File: config.mk
export PLATFORM = sky130hd
export DESIGN_NAME = i2c_regmap_slave
export DESIGN_NICKNAME = d
export VERILOG_FILES = /design/src/rtl/i2cs_pkg.sv /design/src/rtl/i2cs_line_sync.sv /design/src/rtl/i2cs_engine.sv /design/src/rtl/i2cs_regs.sv /design/src/rtl/i2c_regmap_slave.sv
export SDC_FILE = /design/constraint.sdc
export NUM_CORES = 1
export LEC_CHECK = 0
export ABC_AREA = 1
export CAP_MARGIN = 40
export CORE_ASPECT_RATIO = 1.5
export CORE_UTILIZATION = 40
export CTS_CLUSTER_DIAMETER = 100
export DETAILED_ROUTE_END_ITERATION = 10
export PLACE_DENSITY = 0.6
export RECOVER_POWER = 50
export SLEW_MARGIN = 40
export SYNTH_ARGS = -nofsm -noshare
export SYNTH_HDL_FRONTEND = slang
export SYNTH_HIERARCHICAL = 1
export SYNTH_SLANG_ARGS = --single-unit
File: constraint.sdc
create_clock -name clk -period 2.15 [get_ports clk]
set_input_delay 0.5375 -clock clk [delete_from_list [all_inputs] [get_ports clk]]
set_output_delay 0.5375 -clock clk [all_outputs]
set_load 0.005 [all_outputs]
File: src/rtl/i2cs_pkg.sv
package i2cs_pkg;

  typedef enum logic [1:0] {
    BUS_IDLE,
    BUS_ADDR,
    BUS_RX,
    BUS_TX
  } bus_st_e;

  // Step the register pointer, jumping over the reserved hole
  function automatic logic [7:0] ptr_step(input logic [7:0] p, input logic [7:0] hole);
    logic [7:0] n;
    n = p + 8'd1;
    if (n == hole) n = n + 8'd1;
    return n;
  endfunction

endpackage

File: src/rtl/i2cs_line_sync.sv
module i2cs_line_sync #(
  parameter int STAGES = 2
) (
  input  logic clk,
  input  logic rst,
  input  logic scl_i,
  input  logic sda_i,
  output logic sda_s,
  output logic scl_rise,
  output logic scl_fall,
  output logic start_det,
  output logic stop_det
);
  logic [STAGES-1:0] scl_sh, sda_sh;
  logic scl_p, sda_p, scl_s;

  always_ff @(posedge clk) begin
    if (rst) begin
      scl_sh <= '1;
      sda_sh <= '1;
      scl_p  <= 1'b1;
      sda_p  <= 1'b1;
    end else begin
      scl_sh <= {scl_sh[STAGES-2:0], scl_i};
      sda_sh <= {sda_sh[STAGES-2:0], sda_i};
      scl_p  <= scl_sh[STAGES-1];
      sda_p  <= sda_sh[STAGES-1];
    end
  end

  assign scl_s     = scl_sh[STAGES-1];
  assign sda_s     = sda_sh[STAGES-1];
  assign scl_rise  = scl_s & ~scl_p;
  assign scl_fall  = ~scl_s & scl_p;
  assign start_det = scl_s & scl_p & sda_p & ~sda_s;
  assign stop_det  = scl_s & scl_p & ~sda_p & sda_s;
endmodule

File: src/rtl/i2cs_engine.sv
module i2cs_engine
  import i2cs_pkg::*;
#(
  parameter logic [6:0] DEV_ADDR  = 7'h70,
  parameter logic [7:0] TEST_ADDR = 8'h73
) (
  input  logic       clk,
  input  logic       rst,
  input  logic       sda_s,
  input  logic       scl_rise,
  input  logic       scl_fall,
  input  logic       start_det,
  input  logic       stop_det,
  input  logic [7:0] rd_data,
  output logic [7:0] ptr,
  output logic       sda_oe,
  output logic       wr_en,
  output logic [7:0] wr_addr,
  output logic [7:0] wr_data
);
  bus_st_e    st;
  logic [3:0] cnt;        // SCL rises seen in the current byte slot (0..9)
  logic [7:0] shreg, txsh;
  logic       ptr_phase, rd_mode, mack;

  always_ff @(posedge clk) begin
    if (rst) begin
      st <= BUS_IDLE; cnt <= '0; shreg <= '0; txsh <= '0; ptr <= '0;
      ptr_phase <= 1'b0; rd_mode <= 1'b0; mack <= 1'b0; sda_oe <= 1'b0;
      wr_en <= 1'b0; wr_addr <= '0; wr_data <= '0;
    end else begin
      wr_en <= 1'b0;
      if (start_det) begin
        st <= BUS_ADDR; cnt <= '0; sda_oe <= 1'b0;
      end else if (stop_det) begin
        st <= BUS_IDLE; cnt <= '0; sda_oe <= 1'b0;
      end else if (st != BUS_IDLE) begin
        if (scl_rise) begin
          if (cnt < 4'd8) shreg <= {shreg[6:0], sda_s};
          if (cnt == 4'd8 && st == BUS_TX) begin
            mack <= ~sda_s;
            if (!sda_s) ptr <= ptr_step(ptr, TEST_ADDR);
          end
          if (cnt < 4'd9) cnt <= cnt + 4'd1;
        end else if (scl_fall) begin
          if (cnt == 4'd8) begin
            unique case (st)
              BUS_ADDR: begin
                if (shreg[7:1] == DEV_ADDR) begin
                  sda_oe  <= 1'b1;
                  rd_mode <= shreg[0];
                end else begin
                  st <= BUS_IDLE;
                end
              end
              BUS_RX: begin
                sda_oe <= 1'b1;
                if (ptr_phase) begin
                  ptr       <= shreg;
                  ptr_phase <= 1'b0;
                end else begin
                  wr_en   <= 1'b1;
                  wr_addr <= ptr;
                  wr_data <= shreg;
                  ptr     <= ptr_step(ptr, TEST_ADDR);
                end
              end
              default: sda_oe <= 1'b0;
            endcase
          end else if (cnt == 4'd9) begin
            cnt <= '0;
            unique case (st)
              BUS_ADDR: begin
                if (rd_mode) begin
                  st     <= BUS_TX;
                  txsh   <= rd_data;
                  sda_oe <= ~rd_data[7];
                end else begin
                  st        <= BUS_RX;
                  sda_oe    <= 1'b0;
                  ptr_phase <= 1'b1;
                end
              end
              BUS_TX: begin
                if (mack) begin
                  txsh   <= rd_data;
                  sda_oe <= ~rd_data[7];
                end else begin
                  sda_oe <= 1'b0;
                  st     <= BUS_IDLE;
                end
              end
              default: sda_oe <= 1'b0;
            endcase
          end else if (cnt != 4'd0 && st == BUS_TX) begin
            sda_oe <= ~txsh[6];
            txsh   <= {txsh[6:0], 1'b0};
          end
        end
      end
    end
  end
endmodule

File: src/rtl/i2cs_regs.sv
module i2cs_regs #(
  parameter int         N_CTRL    = 4,
  parameter int         N_STAT    = 2,
  parameter logic [7:0] STAT_BASE = 8'h10,
  parameter logic [7:0] TEST_ADDR = 8'h73,
  localparam int        CW        = N_CTRL * 8,
  localparam int        SW        = N_STAT * 8
) (
  input  logic          clk,
  input  logic          rst,
  input  logic          wr_en,
  input  logic [7:0]    wr_addr,
  input  logic [7:0]    wr_data,
  input  logic [7:0]    rd_addr,
  input  logic [SW-1:0] stat_i,
  output logic [CW-1:0] ctrl_q,
  output logic [7:0]    test_q,
  output logic [7:0]    rd_data
);
  logic [7:0] ctrl_r [N_CTRL];
  logic [7:0] test_r;
  logic [7:0] rd_n;

  for (genvar g = 0; g < N_CTRL; g++) begin : g_ctrl
    always_ff @(posedge clk) begin
      if (rst)                                  ctrl_r[g] <= '0;
      else if (wr_en && wr_addr == 8'(g))       ctrl_r[g] <= wr_data;
    end
    assign ctrl_q[g*8 +: 8] = ctrl_r[g];
  end

  always_ff @(posedge clk) begin
    if (rst)                                    test_r <= '0;
    else if (wr_en && wr_addr == TEST_ADDR)     test_r <= wr_data;
  end
  assign test_q = test_r;

  always_comb begin
    rd_n = 8'hFF;
    for (int i = 0; i < N_CTRL; i++)
      if (rd_addr == 8'(i)) rd_n = ctrl_r[i];
    for (int j = 0; j < N_STAT; j++)
      if (rd_addr == 8'(int'(STAT_BASE) + j)) rd_n = stat_i[j*8 +: 8];
    if (rd_addr == TEST_ADDR) rd_n = test_r;
  end

  always_ff @(posedge clk) begin
    if (rst) rd_data <= 8'hFF;
    else     rd_data <= rd_n;
  end
endmodule

File: src/rtl/i2c_regmap_slave.sv
module i2c_regmap_slave #(
  parameter logic [6:0] DEV_ADDR    = 7'h70,
  parameter int         N_CTRL      = 4,
  parameter int         N_STAT      = 2,
  parameter logic [7:0] STAT_BASE   = 8'h10,
  parameter logic [7:0] TEST_ADDR   = 8'h73,
  parameter int         SYNC_STAGES = 2,
  localparam int        CW          = N_CTRL * 8,
  localparam int        SW          = N_STAT * 8
) (
  input  logic          clk,
  input  logic          rst,
  input  logic          scl_i,
  input  logic          sda_i,
  output logic          sda_oe,
  input  logic [SW-1:0] stat_i,
  output logic [CW-1:0] ctrl_q,
  output logic [7:0]    test_q
);
  logic       sda_s, scl_rise, scl_fall, start_det, stop_det;
  logic       wr_en;
  logic [7:0] wr_addr, wr_data, ptr, rd_data;

  i2cs_line_sync #(.STAGES(SYNC_STAGES)) u_sync (
    .clk(clk), .rst(rst), .scl_i(scl_i), .sda_i(sda_i), .sda_s(sda_s),
    .scl_rise(scl_rise), .scl_fall(scl_fall),
    .start_det(start_det), .stop_det(stop_det)
  );

  i2cs_engine #(.DEV_ADDR(DEV_ADDR), .TEST_ADDR(TEST_ADDR)) u_eng (
    .clk(clk), .rst(rst), .sda_s(sda_s), .scl_rise(scl_rise), .scl_fall(scl_fall),
    .start_det(start_det), .stop_det(stop_det), .rd_data(rd_data), .ptr(ptr),
    .sda_oe(sda_oe), .wr_en(wr_en), .wr_addr(wr_addr), .wr_data(wr_data)
  );

  i2cs_regs #(.N_CTRL(N_CTRL), .N_STAT(N_STAT), .STAT_BASE(STAT_BASE),
              .TEST_ADDR(TEST_ADDR)) u_regs (
    .clk(clk), .rst(rst), .wr_en(wr_en), .wr_addr(wr_addr), .wr_data(wr_data),
    .rd_addr(ptr), .stat_i(stat_i), .ctrl_q(ctrl_q), .test_q(test_q),
    .rd_data(rd_data)
  );
endmodule

==> results.cfg, run 1 <==
[setup_path]
crit_end = u_eng/cnt[1]
cp-end-kind = flip-flop
r2r_slack_ns = 0.17
startpoint = u_sync/scl_sh[1]
ff2ff_path_depth = 8
critPathLaunchType = flip-flop
critPathMaxFanout = 6
crit_required_ns = 2.38
r2r_end = u_eng/cnt[1]
rr_startpoint = u_sync/scl_sh[1]
critPathArrivalTime_ns = 2.21
path_class = reg2reg

[synth]
synth_top_area_share = 0.276
syn_nets = 714
yosys_warnings = 6
syn_inst = 685
syn_area_per_cell_um2 = 7.63
synth_area_um2 = 5230
yosysTopAreaCell = dfxtp_1
synth-seq-cells = 104
synth.distinct_cells = 38
synth_area_leaders = dfxtp_1 (28%), edfxtp_1 (18%), nand2_1 (8.0%)
seq_area_frac_synth = 0.459

[min_path]
hold_path.class = reg2reg

[timing]
slew_violations = 0
worst_pin_slew_ns = 0.636
max_freq_mhz = 505
finalSetupViolCount = 0
tns_ns = 0
slew_headroom = 0.576
finalHoldViolCount = 0
finalClockSkew_ns = 0.0108
min_period_over_period = 0.921
grt_setup_unrepaired = no
finalCriticalPeriod_ns = 1.98

[clocking]
cts_buffers = 9
clkLatencyLatePin_ns = 0.35
clkSlewWorstSetupHoldPaths_ns = 0.07
cts_sinks = 104
htree_num_levels = 3
cts_tree = yes
cts_root_buf = clkbuf_16
cts_buffer_depth = 2

[status]
status = finished clean

[power_and_ir_drop]
p_leak_nw = 2.53
p_per_area_nw_per_um2 = 619
max-vdd-ir-drop_mv = 0.326
power_w = 0.00391

[detailed_routing]
wl_per_cell_um = 14.7
vias = 4632
first_pass_iters = 4
wirelength_um = 13500
drt_iter0_drc = 259
ant_nets = 0
drc = 0
vias_per_cell = 5.07

[finish]
synthToLayoutAreaGrowth_pct = 20.9
postLayoutCoreUtil = 0.500
final_cell_mix = nand2_1 (111), inv_1 (107), nor2_1 (89), dfxtp_1 (72), clkdlybuf4s50_1 (59)
layout_commonest_cell = nand2_1
layout-drive-gt1-share = 0.0806
n_fill_cell = 1237
num_antenna_cells = 0
final_nets = 781
layout.cells.non_filler = 913

[floorplan]
coreArea_um2 = 12600
dieArea_um2 = 13500
start_util = 0.414
fp.dieW_um = 95.4
pin_count = 61
rows = 50
die_height_um = 142

[global_routing]
grt_antenna_before_repair = 0
grt_pass1_vias = 4477
grt_overflow = 0
grt_pass1_wl_um = 21500
grt_usage = 0.207
grt_max_degree = 40

[place]
hpwl_um = 10400
place.gp.congestion = 0.879
dpl.cell_count = 895
port_buffers = 60

[run]
cap_violations = 0
==> registers in the layout (all words and copies together), names as in the netlist, 2 cells and up <==
signal,flops
u_eng/ptr,8
u_eng/wr_data,8
u_eng/shreg,8
u_eng/txsh,7
u_sync/sda_sh,2
u_regs/test_q,8
u_eng/st,2
u_eng/cnt,4
u_eng/wr_addr,8
u_regs/rd_data,8
u_sync/scl_sh,2
u_regs/ctrl_r,32
==> kinds of logic (layout without fill, tap and decap cells) <==
family / after synthesis / in the layout / share of synthesized area
flip-flops: 104 / 104 / 0.459
buffers and inverters: 133 / 205 / 0.103
AND/OR/NAND/NOR: 311 / 311 / 0.283
AO/OA/AOI/OAI: 128 / 128 / 0.133
adder cells (fa/ha/maj): 9 / 9 / 0.0215
==> worst min path at each step <==
stage | startpoint | endpoint | slack, ns | cells past startpoint
floorplan | u_sync/scl_sh[0] | u_sync/scl_sh[1] | 0.38 | 1
global placement | u_sync/scl_sh[0] | u_sync/scl_sh[1] | 0.39 | 1
detailed placement | u_sync/sda_sh[0] | u_sync/sda_sh[1] | 0.39 | 1
CTS | u_sync/scl_sh[0] | u_sync/scl_sh[1] | 0.42 | 1
global route | u_sync/scl_sh[0] | u_sync/scl_sh[1] | 0.45 | 1
finish | u_sync/scl_sh[0] | u_sync/scl_sh[1] | 0.41 | 1
==> where the power goes <==
group / internal, W / switching (W) / leakage (nW)
sequential: 0.00206 / 0.0000266 / 0.892
clock: 0.000863 / 0.000724 / 0.138
combinational: 0.000119 / 0.000116 / 1.50
total: 0.00305 / 0.000866 / 2.53
==> metal layers <==
layer / GRT usage / wire length [um] / up-vias
li1: - / - / 2364
met5: 0 / 0 / -
met1: 0.234 / 5520 / 2155
met3: 0.0385 / 512 / 16
met2: 0.374 / 7210 / 97
met4: 0.0845 / 224 / 0
==> area by class of cell <==
class | instances | area (um^2) | area share
Clock inverter | 5 | 37.5 | 0.00594
Multi-Input combinational cell | 448 | 2290 | 0.363
Timing Repair Buffer | 75 | 709 | 0.112
Sequential cell | 104 | 2400 | 0.380
Inverter | 114 | 429 | 0.0679
Tap cell | 156 | 195 | 0.0309
Clock buffer | 11 | 254 | 0.0402
==> critical path: stages (launching register included) <==
cell and delay, ns:
dfxtp_1 0.35, inv_1 0.06, nor2_1 0.29, clkbuf_1 0.31, o21ai_1 0.18, nor3_4 0.25
inv_2 0.11, o21ai_2 0.23, a211oi_1 0.07
==> stage by stage <==
step | cell area [um^2] | setup slack (ns) | hold WS [ns]
2_1_floorplan | 5230 | 0.571 | 0.383
3_3_place_gp | 6020 | 0.160 | 0.395
3_5_place_dp | 6020 | 0.115 | 0.393
4_1_cts | 6310 | 0.132 | 0.420
5_1_grt | 6320 | 0.00111 | 0.448
6_report | 6320 | 0.169 | 0.411
==> synthesized netlist by cell type (all sizes together) <==
library cell and number:
o21ai 70, o211ai 1, nor4 1, dfxtp 72, o31ai 1, or2 4
edfxtp 32, nand3 45, and2 1, nand3b 20, or3 1, ha 9
nand4 20, clkbuf 8, nor3 7, a31oi 1, clkinv 1, inv 113
a211oi 5, a21oi 50, buf 11, nand2 117, nor2 95
==> what timing repair did <==
action                                  CTS  global route
resized for setup                         0             1
endpoints found under the setup margin    0             3
hold buffers                              0             0
buffers inserted                          0             2
Note: power is estimated with default switching activity, not from simulation.
==> run 2: changes to the inputs <==
- PLACE_DENSITY: 0.6 -> not set
==> results of run 2 <==
The final DEF is identical to that of run 1; final timing and power are the same.
